`src/rtl/eeprom_pkg.sv`:
```
package eeprom_pkg;
    localparam logic [3:0] CTRL_TAG = 4'b1010;

    typedef enum logic [2:0] {
        ST_IDLE,
        ST_CTRL,
        ST_ADRH,
        ST_ADRL,
        ST_WDAT,
        ST_RDAT
    } st_e;
endpackage

```
`src/rtl/line_filter.sv`:
```
module line_filter #(
    parameter int FILT_CYC = 10,
    parameter bit IDLE_LVL = 1'b1
) (
    input  logic clk,
    input  logic rst_n,
    input  logic d_i,
    output logic y_o
);
    localparam int CW = $clog2(FILT_CYC + 1);

    typedef struct packed {
        logic [1:0]    sync;
        logic [CW-1:0] cnt;
        logic          y;
    } flt_t;

    flt_t f_d, f_q;

    always_comb begin
        f_d = f_q;
        f_d.sync = {f_q.sync[0], d_i};
        if (f_q.sync[1] != f_q.y) begin
            if (f_q.cnt == CW'(FILT_CYC - 1)) begin
                f_d.y   = f_q.sync[1];
                f_d.cnt = '0;
            end else begin
                f_d.cnt = f_q.cnt + 1'b1;
            end
        end else begin
            f_d.cnt = '0;
        end
    end

    always_ff @(posedge clk or negedge rst_n) begin
        if (!rst_n) begin
            f_q.sync <= {2{IDLE_LVL}};
            f_q.cnt  <= '0;
            f_q.y    <= IDLE_LVL;
        end else begin
            f_q <= f_d;
        end
    end

    assign y_o = f_q.y;

    // the output moves only once the input has differed for the full window
    assert_filter_window_R9: assert property (@(posedge clk) disable iff (!rst_n)
        !$stable(f_q.y) |-> ($past(f_q.cnt) == CW'(FILT_CYC - 1)));
endmodule

```
`src/rtl/prog_timer.sv`:
```
module prog_timer #(
    parameter int BUSY_CYC = 1000000
) (
    input  logic clk,
    input  logic rst_n,
    input  logic start_i,
    output logic busy_o
);
    localparam int CW = $clog2(BUSY_CYC + 1);

    logic [CW-1:0] cnt_d, cnt_q;

    always_comb begin
        cnt_d = cnt_q;
        if (start_i)
            cnt_d = CW'(BUSY_CYC);
        else if (cnt_q != '0)
            cnt_d = cnt_q - 1'b1;
    end

    always_ff @(posedge clk or negedge rst_n) begin
        if (!rst_n) cnt_q <= '0;
        else        cnt_q <= cnt_d;
    end

    assign busy_o = (cnt_q != '0);

    // a programming request makes the block busy on the next cycle
    assert_busy_load_R4: assert property (@(posedge clk) disable iff (!rst_n)
        start_i |=> busy_o);
    // the busy interval drains one cycle at a time
    assert_busy_drain_R4: assert property (@(posedge clk) disable iff (!rst_n)
        (busy_o && !start_i) |=> (cnt_q == $past(cnt_q) - 1'b1));
endmodule

```
`src/rtl/eeprom_slave.sv`:
```
module eeprom_slave
    import eeprom_pkg::*;
#(
    parameter int MEM_WORDS = 64,
    parameter int ADDR_W    = 14,
    parameter int FILT_CYC  = 10,
    parameter int HOLD_CYC  = 60,
    parameter int BUSY_CYC  = 1000000
) (
    input  logic       clk,
    input  logic       rst_n,
    input  logic       scl_i,
    input  logic       sda_i,
    input  logic [2:0] strap_i,
    input  logic       wp_i,
    output logic       sda_oe_o
);
    localparam int IW = $clog2(MEM_WORDS);
    localparam int HW = $clog2(HOLD_CYC + 1);

    typedef struct packed {
        st_e               st;
        st_e               nst;
        logic [3:0]        bits;
        logic [7:0]        sh;
        logic [ADDR_W-1:0] addr;
        logic              ack;
        logic              mack;
        logic              wrote;
        logic              drv;
        logic              scl_p;
        logic              sda_p;
        logic              oe;
        logic [HW-1:0]     hc;
    } regs_t;

    regs_t r_d, r_q;
    logic [7:0] mem_q [MEM_WORDS];
    logic       scl_f, sda_f, prog_go, prog_busy, mem_we;
    logic       scl_rise, scl_fall, start_ev, stop_ev, ctrl_hit;
    logic [7:0] rd_byte;

    generate
        for (genvar g = 0; g < 2; g++) begin : g_flt
            logic fo;
            line_filter #(.FILT_CYC(FILT_CYC), .IDLE_LVL(1'b1)) u_flt (
                .clk(clk), .rst_n(rst_n),
                .d_i((g == 0) ? scl_i : sda_i),
                .y_o(fo)
            );
        end
    endgenerate

    assign scl_f = g_flt[0].fo;
    assign sda_f = g_flt[1].fo;

    prog_timer #(.BUSY_CYC(BUSY_CYC)) u_timer (
        .clk(clk), .rst_n(rst_n), .start_i(prog_go), .busy_o(prog_busy)
    );

    assign scl_rise = scl_f & ~r_q.scl_p;
    assign scl_fall = ~scl_f & r_q.scl_p;
    assign start_ev = scl_f & r_q.scl_p & r_q.sda_p & ~sda_f;
    assign stop_ev  = scl_f & r_q.scl_p & ~r_q.sda_p & sda_f;
    assign ctrl_hit = (r_q.sh[7:1] == {CTRL_TAG, strap_i});
    assign rd_byte  = mem_q[r_q.addr[IW-1:0]];

    always_comb begin
        r_d     = r_q;
        mem_we  = 1'b0;
        prog_go = 1'b0;
        r_d.scl_p = scl_f;
        r_d.sda_p = sda_f;
        if (start_ev) begin
            r_d.st    = ST_CTRL;
            r_d.bits  = 4'd0;
            r_d.ack   = 1'b0;
            r_d.wrote = 1'b0;
        end else if (stop_ev) begin
            prog_go   = r_q.wrote;
            r_d.st    = ST_IDLE;
            r_d.ack   = 1'b0;
            r_d.wrote = 1'b0;
        end else if (r_q.st == ST_RDAT) begin
            if (scl_rise && r_q.bits <= 4'd8) begin
                if (r_q.bits == 4'd8) r_d.mack = ~sda_f;
                r_d.bits = r_q.bits + 1'b1;
            end
            if (scl_fall) begin
                if (r_q.bits < 4'd8) begin
                    r_d.sh = {r_q.sh[6:0], 1'b0};
                end else if (r_q.bits == 4'd9) begin
                    if (r_q.mack) begin
                        r_d.sh   = rd_byte;
                        r_d.addr = r_q.addr + ADDR_W'(1);
                        r_d.bits = 4'd0;
                    end else begin
                        r_d.st = ST_IDLE;
                    end
                end
            end
        end else if (r_q.st != ST_IDLE) begin
            if (scl_rise) begin
                if (r_q.bits < 4'd8) begin
                    r_d.sh   = {r_q.sh[6:0], sda_f};
                    r_d.bits = r_q.bits + 1'b1;
                end else if (r_q.bits == 4'd8) begin
                    r_d.bits = 4'd9;
                end
            end
            if (scl_fall && r_q.bits == 4'd8) begin
                r_d.ack = 1'b1;
                unique case (r_q.st)
                    ST_CTRL: begin
                        if (ctrl_hit && !prog_busy) begin
                            r_d.nst = r_q.sh[0] ? ST_RDAT : ST_ADRH;
                        end else begin
                            r_d.ack = 1'b0;
                            r_d.st  = ST_IDLE;
                        end
                    end
                    ST_ADRH: begin
                        r_d.addr[ADDR_W-1:8] = r_q.sh[ADDR_W-9:0];
                        r_d.nst = ST_ADRL;
                    end
                    ST_ADRL: begin
                        r_d.addr[7:0] = r_q.sh;
                        r_d.nst = ST_WDAT;
                    end
                    default: begin
                        mem_we    = ~wp_i;
                        r_d.wrote = r_q.wrote | ~wp_i;
                        r_d.addr  = r_q.addr + ADDR_W'(1);
                        r_d.nst   = ST_WDAT;
                    end
                endcase
            end else if (scl_fall && r_q.bits == 4'd9) begin
                r_d.ack  = 1'b0;
                r_d.bits = 4'd0;
                r_d.st   = r_q.nst;
                if (r_q.nst == ST_RDAT) begin
                    r_d.sh   = rd_byte;
                    r_d.addr = r_q.addr + ADDR_W'(1);
                end
            end
        end
        r_d.drv = r_d.ack | ((r_d.st == ST_RDAT) && (r_d.bits < 4'd8) && !r_d.sh[7]);
        if (scl_fall)
            r_d.hc = HW'(HOLD_CYC);
        else if (r_q.hc != '0)
            r_d.hc = r_q.hc - 1'b1;
        if (!scl_f && !scl_fall && r_q.hc == '0)
            r_d.oe = r_q.drv;
    end

    always_ff @(posedge clk or negedge rst_n) begin
        if (!rst_n) begin
            r_q       <= '0;
            r_q.st    <= ST_IDLE;
            r_q.nst   <= ST_IDLE;
            r_q.scl_p <= 1'b1;
            r_q.sda_p <= 1'b1;
        end else begin
            r_q <= r_d;
        end
    end

    always_ff @(posedge clk or negedge rst_n) begin
        if (!rst_n) begin
            for (int i = 0; i < MEM_WORDS; i++) mem_q[i] <= 8'h00;
        end else if (mem_we) begin
            mem_q[r_q.addr[IW-1:0]] <= r_q.sh;
        end
    end

    assign sda_oe_o = r_q.oe;

    // checker-side count of how long the filtered clock has been low
    logic [HW-1:0] low_q;
    always_ff @(posedge clk or negedge rst_n) begin
        if (!rst_n)                     low_q <= '0;
        else if (scl_f)                 low_q <= '0;
        else if (low_q != HW'(HOLD_CYC)) low_q <= low_q + 1'b1;
    end

    // the data enable moves only after the hold delay within a low phase
    assert_oe_hold_R10: assert property (@(posedge clk) disable iff (!rst_n)
        !$stable(r_q.oe) |-> ($past(low_q) == HW'(HOLD_CYC)));
    // no acknowledge is armed for a control byte while busy
    assert_busy_silent_R5: assert property (@(posedge clk) disable iff (!rst_n)
        (prog_busy && r_q.st == ST_CTRL) |-> !r_q.ack);
    // write protect keeps the memory port quiet
    assert_wp_no_store_R6: assert property (@(posedge clk) disable iff (!rst_n)
        wp_i |-> !mem_we);
    // an idle block never wants the data line low
    assert_idle_released_R8: assert property (@(posedge clk) disable iff (!rst_n)
        (r_q.st == ST_IDLE) |-> !r_q.drv);
endmodule

```
`config.mk`:
```
export PLATFORM = sky130hd
export DESIGN_NAME = eeprom_slave
export DESIGN_NICKNAME = d
export VERILOG_FILES = /design/src/rtl/eeprom_pkg.sv /design/src/rtl/line_filter.sv /design/src/rtl/prog_timer.sv /design/src/rtl/eeprom_slave.sv
export SDC_FILE = /design/constraint.sdc
export NUM_CORES = 1
export LEC_CHECK = 0
export BUFFER_PORTS_ARGS = -buffer_cell sky130_fd_sc_hd__buf_4
export CORE_MARGIN = 3
export CORE_UTILIZATION = 25
export CTS_BUF_LIST = sky130_fd_sc_hd__clkbuf_2
export DETAILED_ROUTE_END_ITERATION = 10
export SLEW_MARGIN = 30
export SYNTH_ARGS = -nofsm -noshare
export SYNTH_HDL_FRONTEND = slang
export SYNTH_SLANG_ARGS = --single-unit
```
`constraint.sdc`:
```
create_clock -name clk -period 4.2 [get_ports clk]
set_clock_uncertainty 0.05 [all_clocks]
set_input_delay 0.21 -clock clk [delete_from_list [all_inputs] [get_ports clk]]
set_output_delay 0.21 -clock clk [all_outputs]
set_load 0.02 [all_outputs]
```
## Word-level counts from Yosys, hierarchy flattened

Cells that the tools add are included.
W data, S select, Z words.

- Flip-flop bits (word level): 591
- Bits of input ports: 8

- Add/sub/neg operators: 6
- $lt $le $gt $ge: 5
- Equal/unequal tests: 24
- Muxes and demuxes: 74
- Bitwise gates (word level): 18
- Reduce and logical (&&, ||, !) cells: 35

Operator list:

| kind | count |
|---|---|
| $bwmux W512 | 1 |
| $mux W26 | 5 |
| $mux W12 | 6 |
| $bmux W8 S6 | 1 |
| $demux W8 S6 | 1 |
| $mux W22 | 2 |
| $mux W3 | 14 |
| $mux W20 | 2 |
| $mux W8 | 5 |
| $mux W4 | 9 |
| $mux W33 | 1 |
| $mux W27 | 1 |
| $reduce_and A10 Y1 | 2 |
| $reduce_bool A20 Y1 | 1 |
| $sub A20 B1 Y20 const B | 1 |
| $mux W1 | 19 |
| $eq A4 B4 Y1 const B | 4 |
| $pmux W8 S2 | 1 |
| $mux W15 | 1 |
| $reduce_bool A3 Y1 | 5 |
| $add A14 B1 Y14 const B | 1 |
| $mux W14 | 1 |
| $add A4 B1 Y4 const B | 3 |
| $mux W6 | 2 |
| 32 further kinds | 73 |

## Logic depth before layout (Yosys ltp)

Gate-level depths: netlist of the first run.

- Word-level depth: 19
- Mapped depth: 11
- Mapped depth without buffers: 9

## By module

From an unflattened synthesis of the first run, not the netlist that was laid out.

- Cells, all modules: 2,130
- Area, all modules: 28,782.6 um^2

Modules (own cells, without submodules):

| module | times used | cells an instance | area an instance (um^2) |
|---|---|---|---|
| eeprom_slave | 1 | 1,968 | 27,062.2 |
| prog_timer | 1 | 120 | 1,134.8 |
| line_filter | 2 | 21 | 292.8 |

## Least setup slack after synthesis of the first run

Ideal clock, no wire load.

- Path type: register -> register
- Start point: reg r_q[35] (netlist name)
- End point: reg mem_q[64] (netlist name)
- Library setup time: 0.125 ns
- Arrival time: 2.640 ns
- Path slack: 1.385 ns
- Cell stages (with the launch flop): 12
- Period minus slack after synthesis: 2.815 ns
- Path through: dfrtp_1 > inv_1 > ha_1 > nand3b_1 > or2_1 > buf_2 > or4b_1 > buf_6 > or2_4 > buf_12 > nor2_8 > mux2_4

- Longest elaborated chain between the ends: 7

Ends and longest elaborated chain:

| item | RTL line | RTL |
|---|---|---|
| start, declared | eeprom_slave.sv:37 | `regs_t r_d, r_q;` |
| start signal, assigned | eeprom_slave.sv:164 | `r_q <= r_d;` |
| $eq A4 B4 Y1 | eeprom_slave.sv:111 | `if (scl_fall && r_q.bits == 4'd8) begin` |
| $logic_and A1 B1 Y1 | eeprom_slave.sv:111 |  |
| $mux W1 | eeprom_slave.sv:111 |  |
| $mux W1 | eeprom_slave.sv:102 | `end else if (r_q.st != ST_IDLE) begin` |
| $mux W1 | eeprom_slave.sv:84 | `end else if (r_q.st == ST_RDAT) begin` |
| $mux W1 | eeprom_slave.sv:79 | `end else if (stop_ev) begin` |
| $mux W1 | eeprom_slave.sv:74 | `if (start_ev) begin` |
| end signal, assigned by index | eeprom_slave.sv:172 | `mem_q[r_q.addr[IW-1:0]] <= r_q.sh;` |
| end, declared | eeprom_slave.sv:38 | `logic [7:0] mem_q [MEM_WORDS];` |

No other way between the ends.
A chain may end at the register's enable or synchronous reset.

## Final worst setup path of the first run

- Start point: reg r_q[13] (netlist name)
- End point: reg r_q[31] (netlist name)

- Longest elaborated chain between the ends: 9

Ends and longest elaborated chain:

| item | RTL line | RTL |
|---|---|---|
| $not A6 Y7 (implied by the code) (*) | eeprom_slave.sv:66 | `assign rd_byte = mem_q[r_q.addr[IW-1:0]];` |
| $bmux W8 S6 (*) | eeprom_slave.sv:66 |  |
| $mux W8 (implied by the code) (*) (2 in a row) | eeprom_slave.sv:66 |  |
| $mux W22 or $mux W26 (tied branches) | eeprom_slave.sv:141, eeprom_slave.sv:93 |  |
| $mux W27 or $mux W26 (tied branches) | eeprom_slave.sv:137, eeprom_slave.sv:92 |  |
| $mux W12 or $mux W8 (tied branches) | eeprom_slave.sv:111, eeprom_slave.sv:90 |  |
| $mux W33 or $mux W26 (tied branches) | eeprom_slave.sv:102, eeprom_slave.sv:89 |  |
| $mux W26 (*) | eeprom_slave.sv:84 |  |

Every way passes the cells marked *; elsewhere a longest branch is shown, timed or not. The select of a mux whose other input is x is not followed.

==> results of run 1 <==
report_power, final:
group	switching (µW)	internal (µW)
sequential	135	5750
combinational	280	188
clock	2470	1740
total	2880	7670
kinds of logic (layout without fill, tap and decap cells):
family                     after synthesis  count (layout)
AOI/OAI and AO/OA                      345             345
xor gates and xnor gates                23              23
adders and majority gates               11              11
buffers and inverters                  163             374
DFF                                    583             583
muxes                                  601             601
other                                    0               6
and+or+nand+nor                        333             333
worst min-delay path by stage:
stage	slack (ps)	end	cells after the start	start
after detailed placement	270	g_flt[0].u_flt.f_d[6]	1	scl_i
after CTS	2	r_q[42]	6	strap_i[2]
after floorplan	-140	g_flt[0].u_flt.f_q[1]	0	rst_n
after global routing	110	r_q[42]	6	strap_i[2]
after global placement	270	g_flt[0].u_flt.f_d[6]	1	scl_i
final	180	r_q[42]	6	strap_i[2]
Yosys cell counts, drive strengths merged, types with 9 or more instances:
cell | number | share of area
dfrtp | 575 | 0.53
xnor2 | 15 | 0.0048
nor2b | 16 | 0.0037
mux4 | 24 | 0.020
a22oi | 91 | 0.025
nand3 | 20 | 0.0037
o22ai | 11 | 0.0025
a221oi | 44 | 0.014
or3 | 10 | 0.0023
nand2 | 86 | 0.012
nor4 | 12 | 0.0028
inv | 16 | 0.0022
mux2 | 546 | 0.23
clkbuf | 110 | 0.015
a31oi | 17 | 0.0039
mux2i | 31 | 0.011
a22o | 34 | 0.011
nand2b | 13 | 0.0033
o31ai | 9 | 0.0025
nor3 | 20 | 0.0039
buf | 37 | 0.0076
o21ai | 37 | 0.0068
ha | 11 | 0.0051
or2 | 9 | 0.0022
a21oi | 44 | 0.0081
nor2 | 103 | 0.024
registers in the layout, summed over array words and instances, names as in the netlist:
register         cells
g_flt.u_flt.f_d      2
g_flt.u_flt.f_q     10
g_flt.u_flt.y_o      2
mem_q              512
r_q                 36
sda_oe_o             1
u_timer.cnt_q       20
worst max-delay path: stages (launching register included):
cell and delay [ps]:
dfrtp_4 650, buf_4 300, nor2b_1 300, buf_4 240
a221oi_1 280, nor2_1 90, a221oi_1 640, o221ai_1 290
nor4_1 410, o21ai_0 160
cells in the final DEF (no fill, tap or decap), types with 20 or more instances in the layout:
cell type	n
clkinv_1	24
o21ai_0	37
mux4_2	24
clkbuf_2	231
a22oi_1	91
mux2_4	24
a221oi_1	44
dfrtp_1	564
mux2_2	504
nand2_1	84
a22o_1	34
buf_4	62
a21oi_1	44
nor2_1	67
mux2i_1	31
nand3_1	20
layer usage:
layer	up-vias	part of all wire	GRT usage
met4	2	0.034	0.05932
met1	9424	0.45	0.1865
met5	-	0.00047	0
li1	7945	-	-
met2	707	0.45	0.2049
met3	201	0.070	0.03382
what timing repair did:
item                                    in CTS  in global routing
endpoints found under the setup margin       0                  0
hold buffers                                13                  0
hold endpoints to repair                   746                  0
gates resized for setup                      0                  0
area by class of cell:
type	count	area (µm²)	area share
diodes	6	15.01	0.0004905
clock buffers	231	1156	0.03777
clock inverters	42	317.8	0.01038
inverters	16	60.06	0.001962
multi-input cells	1313	11880	0.3880
flip-flops and latches	583	14620	0.4776
well taps	1403	1755	0.05735
repair buffers	85	808.3	0.02641
per-stage QoR:
| step | instances | setup WS, ps |
|---|---|---|
| after floorplan | 2059 | 1385 |
| after global placement | 3387 | 781.5 |
| after detailed placement | 3387 | 758.6 |
| after CTS | 3673 | 788.4 |
| after global routing | 3676 | 556.5 |
| final | 3679 | 706.7 |
==> flow_summary.ini, run 1 <==
[setup_path]
r2r_end = r_q[31]
crit_path_start = r_q[13]
cp_max_fo = 25
r2r_start = r_q[13]
end_kind = register
reg2reg_depth = 9
crit_path_end = r_q[31]
ff2ff_setup_slack_ps = 710
crit_type = register to register
cp.required_ps = 5400
crit_arrival_ps = 4690
start_kind = register

[clock_network]
clock-sinks = 583
cts_setup_buffers = 0
cts_tree = done
clock_latency_ps = 1370
cts_buffer_depth = 3
numCtsBuffers = 156
htree_levels = 4
clk_pin_slew_ps = 120
cts_root_buf = clkbuf_2

[synth]
synthMuxAreaShare = 0.2613
syn_area_mm2 = 0.02713
synthSimpleGateAreaFrac = 0.07002
synth_adder_area_share = 0.005074
yosysSeqAreaShare = 0.5382
synth.distinct_cells = 77
synth_top_family_by_area = multiplexers
synthXorXnorAreaFrac = 0.007426
yosys_warnings = 0
synth_compound_area_frac = 0.09294
ys_seq_elements = 583
syn_area_per_cell_um2 = 13.17
ys.flop_type = dfrtp_1
syn_nets = 2078
synthCells = 2059
synthArstFlopShare = 1.000
synth_edf_count = 0

[sta]
fmax_ghz = 0.2863
hold_ws_ps = 177.8
max_slew_margin = 0.3218
tightest_slew_ps = 1014
hold_viol = 0
slew_viol_final = 0
rsz0062_at_grt = no
fin_setup_tns_ps = 0
timing.final.crit_share = 0.8317
setup_violations = 0
final.min_clock_period_ps = 3493

[route]
wl_per_cell_um = 20.91
drc = 0
routed_wl_um = 76930
route.vias.total = 18280
vias_per_cell = 4.968
drtIter0Drc = 1668
firstDrtPassIters = 7
ant_nets = 0

[floorplanning]
design.die.area_mm2 = 0.1125
die_w_um = 335.4
fp.coreArea_mm2 = 0.1074
fp.dieH_um = 335.4
io_pins = 9
rows = 120
start_util = 0.2527

[pwr]
irDropWorstVdd_mv = 0.1773
leakagePower_uw = 0.01428
power_uw = 10550
p_per_area_mw_per_mm2 = 344.8

[flow_run]
cap_violations = 0

[final_layout]
final_core_utilization = 0.2851
fin_area_mm2 = 0.03061
nNetsFinal = 2174
areaGrowthSynthToFinish_pct = 12.84
fillers = 10970
drive_above_1_share = 0.4194

[placement]
post-dp-hpwl_um = 47720
port_buffers = 8
placed_area_mm2 = 0.02897
globalplace.congestion = 0.8513

[min_path]
min_path_type = primary input to register

[global_routing]
antenna_found_initial = 2
grt_overflow = 0
grt_max_degree = 107
grt_pass1_wl_um = 118100
grt_pass1_vias = 18710
grt_use_total = 0.1366

[outcome]
status = finished clean
Note: power is estimated with default switching activity, not from simulation.
==> run 2: changes to the inputs <==
Clock period 4.2 ns to 3.2 ns, I/O delays scaled along.
==> flow_summary.ini, run 2 (synthesis gave the netlist of run 1 again) <==
[outcome]
status = finished clean

[global_routing]
grt_pass1_vias = 18970
grt_use_total = 0.1358
grt_max_degree = 81
antenna_found_initial = 2
grt_pass1_wl_um = 118200
grt_overflow = 0

[clock_network]
htree_levels = 4
numCtsBuffers = 155
clock-sinks = 583
clk_pin_slew_ps = 100
clock_latency_ps = 1370
cts_root_buf = clkbuf_2
cts_tree = done
cts_buffer_depth = 3

[sta]
layout_setup_ws_ps = 80.13
setup_violations = 0
hold_viol = 0
fmax_ghz = 0.3205
final.min_clock_period_ps = 3120
rsz0062_at_grt = yes
tightest_slew_ps = 1014
max_slew_margin = 0.3228
timing.final.crit_share = 0.9750
fin_setup_tns_ps = 0
slew_viol_final = 0

[placement]
post-dp-hpwl_um = 49160
pre_cts_ws_ps = 53.77
port_buffers = 8
globalplace.congestion = 0.8651

[floorplanning]
io_pins = 9
fp.coreArea_mm2 = 0.1074
die_w_um = 335.4
fp.dieH_um = 335.4
start_util = 0.2527
rows = 120
design.die.area_mm2 = 0.1125

[final_layout]
layout_common_cells = 564 x dfrtp_1, 504 x mux2_2, 231 x clkbuf_2
drive_above_1_share = 0.4448
seqCellArea_mm2 = 0.01462
largest-register = mem_q
reg.largest.list = mem_q x512, r_q x36, u_timer.cnt_q x20
final_common_cell = dfrtp_1
nNetsFinal = 2266
areaGrowthSynthToFinish_pct = 15.88
multi_input_area_mm2 = 0.01189
largest_reg_flops = 512
fillers = 10990

[setup_path]
start_kind = register
crit_type = register to register
crit_arrival_ps = 4290
cp_max_fo = 17
cp.required_ps = 4370
ff2ff_setup_slack_ps = 80
end_kind = register

[route]
drc = 0
route.vias.total = 18520
firstDrtPassIters = 6
routed_wl_um = 76650
ant_nets = 0
vias_per_cell = 4.921
wl_per_cell_um = 20.37
drtIter0Drc = 1594

[min_path]
min_path_type = primary input to register

[pwr]
irDropWorstVdd_mv = 0.2858
leakagePower_uw = 0.01476
p_per_area_mw_per_mm2 = 432.8

[flow_run]
cap_violations = 0
-- run 2: cell count changes in the layout (fill, tap and decap cells not counted), moves of 3 or more --
cell           change
clkinv_1           -9
buf_12            +15
clkinv_2           +3
buf_4             +74
dlygate4sd3_1      +3
inv_2              +3
-- run 2: path summary, 6_finish.rpt --
kind                       cells past startpoint                    end                  start
max in group asynchronous                      7             mem_q[321]                  rst_n
min                                            7             mem_q[276]                   wp_i
max                                            9                r_q[32]                r_q[15]
min in group asynchronous                      5              mem_q[93]                  rst_n
max reg2reg                                    9                r_q[32]                r_q[15]
min reg2reg                                    0  g_flt[0].u_flt.f_q[6]  g_flt[0].u_flt.f_d[6]
-- run 2: critical path, cell delays in order (launching register included) --
cell and delay [ps]:
dfrtp_4 620, nor2b_1 830, a22oi_1 250, nor2_1 150, a2111oi_0 100, buf_4 190, nor4b_1 350, a2111oi_0 120
buf_4 160, o21ai_0 180
-- run 2: where the power goes --
part | switching, µW | internal, µW | leakage [µW]
Sequential | 172 | 7540 | 0.00802
Combinational | 373 | 260 | 0.00567
Clock | 3160 | 2090 | 0.00107
Total | 3710 | 9900 | 0.0148
-- run 2: cell type report --
class	instances	share of cell area
repair buffers	178	0.05437
multi-input cells	1313	0.3784
well taps	1403	0.05585
flip-flops and latches	583	0.4651
inverters	16	0.001911
clock buffers	231	0.03678
clock inverters	35	0.007284
diodes	4	0.0003184
-- run 2: layer usage --
layer / GRT usage / vias up / share of wire
li1: - / 8141 / -
met1: 0.1848 / 9699 / 0.46
met2: 0.2107 / 570 / 0.46
met3: 0.03267 / 107 / 0.057
met4: 0.04725 / 0 / 0.022
met5: 0 / - / 0
-- run 2: what timing repair did --
item | CTS | global route
buffers inserted | 0 | 3
endpoints found under the setup margin | 0 | 7
gates resized for setup | 0 | 4
hold endpoints to repair | 1069 | 0
hold buffers | 16 | 0
-- run 2: stage by stage --
step / power, µW / hold slack (ps) / cell area, µm² / cells / util
3_5_place_dp: 8489 / 145.8 / 29810 / 3474 / 0.2777
4_1_cts: 13840 / 25.66 / 31370 / 3756 / 0.2922
5_1_grt: 14390 / 135.9 / 31430 / 3762 / 0.2928
6_report: 13610 / 183.6 / 31430 / 3763 / 0.2928
2_1_floorplan: 8186 / -185.6 / 27130 / 2059 / -
3_3_place_gp: 8465 / 148.4 / 29810 / 3474 / 0.2777
==> run 3: changes to the inputs <==
Settings changed: SETUP_SLACK_MARGIN set to 0.5.
==> flow_summary.ini, run 3 (synthesis gave the netlist of run 1 again) <==
[outcome]
status = finished clean

[sta]
slew_viol_final = 0
tightest_slew_ps = 951.7
setup_violations = 0
fin_setup_tns_ps = 0
max_slew_margin = 0.3656
fmax_ghz = 0.3441
timing.final.crit_share = 0.9081
hold_viol = 0
rsz0062_at_grt = yes
final.min_clock_period_ps = 2906

[final_layout]
areaGrowthSynthToFinish_pct = 27.41
layout_common_cells = 563 x dfrtp_1, 282 x mux2_2, 256 x mux2_4
nNetsFinal = 2332
drive_above_1_share = 0.5167
largest_reg_flops = 512
fin_area_mm2 = 0.03456
reg.largest.list = mem_q x512, r_q x36, u_timer.cnt_q x20
largest-register = mem_q
final_common_cell = dfrtp_1
fillers = 10510

[setup_path]
end_kind = register
ff2ff_setup_slack_ps = 290
r2r_end = mem_q[376]
cp_max_fo = 8
crit_chain = inv_2 > ha_4 > nand3b_1 > or2_4 > or4b_4 > buf_12 > buf_4 > nor2_4 > buf_6 > buf_6 > nand2_8 > mux2_1
max_stage_delay_ps = 500
path_depth = 12
crit_type = register to register
path_buf_inv = 5
path_delay_family = simple AND/OR/NAND/NOR gates
cp.required_ps = 4350
r2r_start = r_q[36]
crit_arrival_ps = 4050
start_kind = register
reg2reg_depth = 12
crit_top_cell = buf_6
slowest_stage = or4b_4

[global_routing]
grt_max_degree = 119
grt_pass1_wl_um = 125600
antenna_found_initial = 2
grt_overflow = 0
grt_pass1_vias = 19510
grt_use_total = 0.1447

[floorplanning]
design.die.area_mm2 = 0.1125
start_util = 0.2527
rows = 120
die_w_um = 335.4
fp.coreArea_mm2 = 0.1074
io_pins = 9
fp.dieH_um = 335.4

[pwr]
leakagePower_uw = 0.01574
irDropWorstVdd_mv = 0.2590
p_per_area_mw_per_mm2 = 397.6

[clock_network]
htree_levels = 4
cts_tree = done
numCtsBuffers = 157
cts_buffer_depth = 3
clock_latency_ps = 1350
clk_pin_slew_ps = 90
clock-sinks = 583
cts_root_buf = clkbuf_2

[route]
drtIter0Drc = 1875
vias_per_cell = 5.044
firstDrtPassIters = 6
drc = 0
routed_wl_um = 84080
ant_nets = 0
wl_per_cell_um = 21.95
route.vias.total = 19320

[min_path]
whs_endpoint = mem_q[276]
min_path_cells = 7
min_path_type = primary input to register
min_from = wp_i

[flow_run]
cap_violations = 0

[placement]
port_buffers = 8
placed_area_mm2 = 0.02950
globalplace.congestion = 0.8798
post-dp-hpwl_um = 49510
[run 3: repair_timing]
item	4_1_cts	5_1_grt
resized for setup	161	424
setup buffers	56	33
setup endpoints to repair	527	518
pin swaps	44	87
hold buffers	17	0
cloned	5	2
hold endpoints to repair	1104	0
[run 3: final cells by class]
cell class	count	area, µm²	area share
Multi-Input combinational cell	1313	13960	0.4039
Clock inverter	37	255.2	0.007385
Timing Repair Buffer	242	2740	0.07928
Inverter	16	60.06	0.001738
Sequential cell	583	14620	0.4231
Antenna cell	7	17.52	0.0005068
Clock buffer	230	1151	0.03331
Tap cell	1403	1755	0.05079
[run 3: power breakdown]
part | switching, µW | total (µW) | internal, µW
clock | 3210 | 5380 | 2160
combinational | 383 | 639 | 255
sequential | 183 | 7730 | 7540
total | 3780 | 13700 | 9960
[run 3: routing by layer]
metal	GRT usage	routed length [µm]	vias to the layer above
li1	-	-	8264
met5	0	0	-
met1	0.2010	38090	10160
met2	0.2191	38140	742
met3	0.03336	5545	156
met4	0.05361	2305	0
[run 3: metrics by stage]
stage	setup WS, ps	util	cells	hold slack, ps	total power (µW)
floorplan	384.7	-	2059	-185.6	8186
global placement	170.4	0.2748	3444	104.0	8456
detailed placement	170.6	0.2748	3444	107.5	8485
CTS	320.1	0.3010	3789	33.49	13920
global route	223.8	0.3219	3831	84.86	14480
finish	294.1	0.3219	3831	157.2	13740
[run 3: worst min-delay path, delay by kind of cell]
kind	cells	cell delay, ps
buffers and inverters	3	820
and+or+nand+nor	3	280
muxes	1	220
[run 3: worst max path at each step]
stage	startpoint	end
detailed placement	r_q[13]	r_q[30]
global placement	r_q[13]	r_q[30]
CTS	r_q[36]	mem_q[125]
finish	r_q[36]	mem_q[376]
global route	r_q[36]	mem_q[376]
floorplan	r_q[35]	mem_q[64]
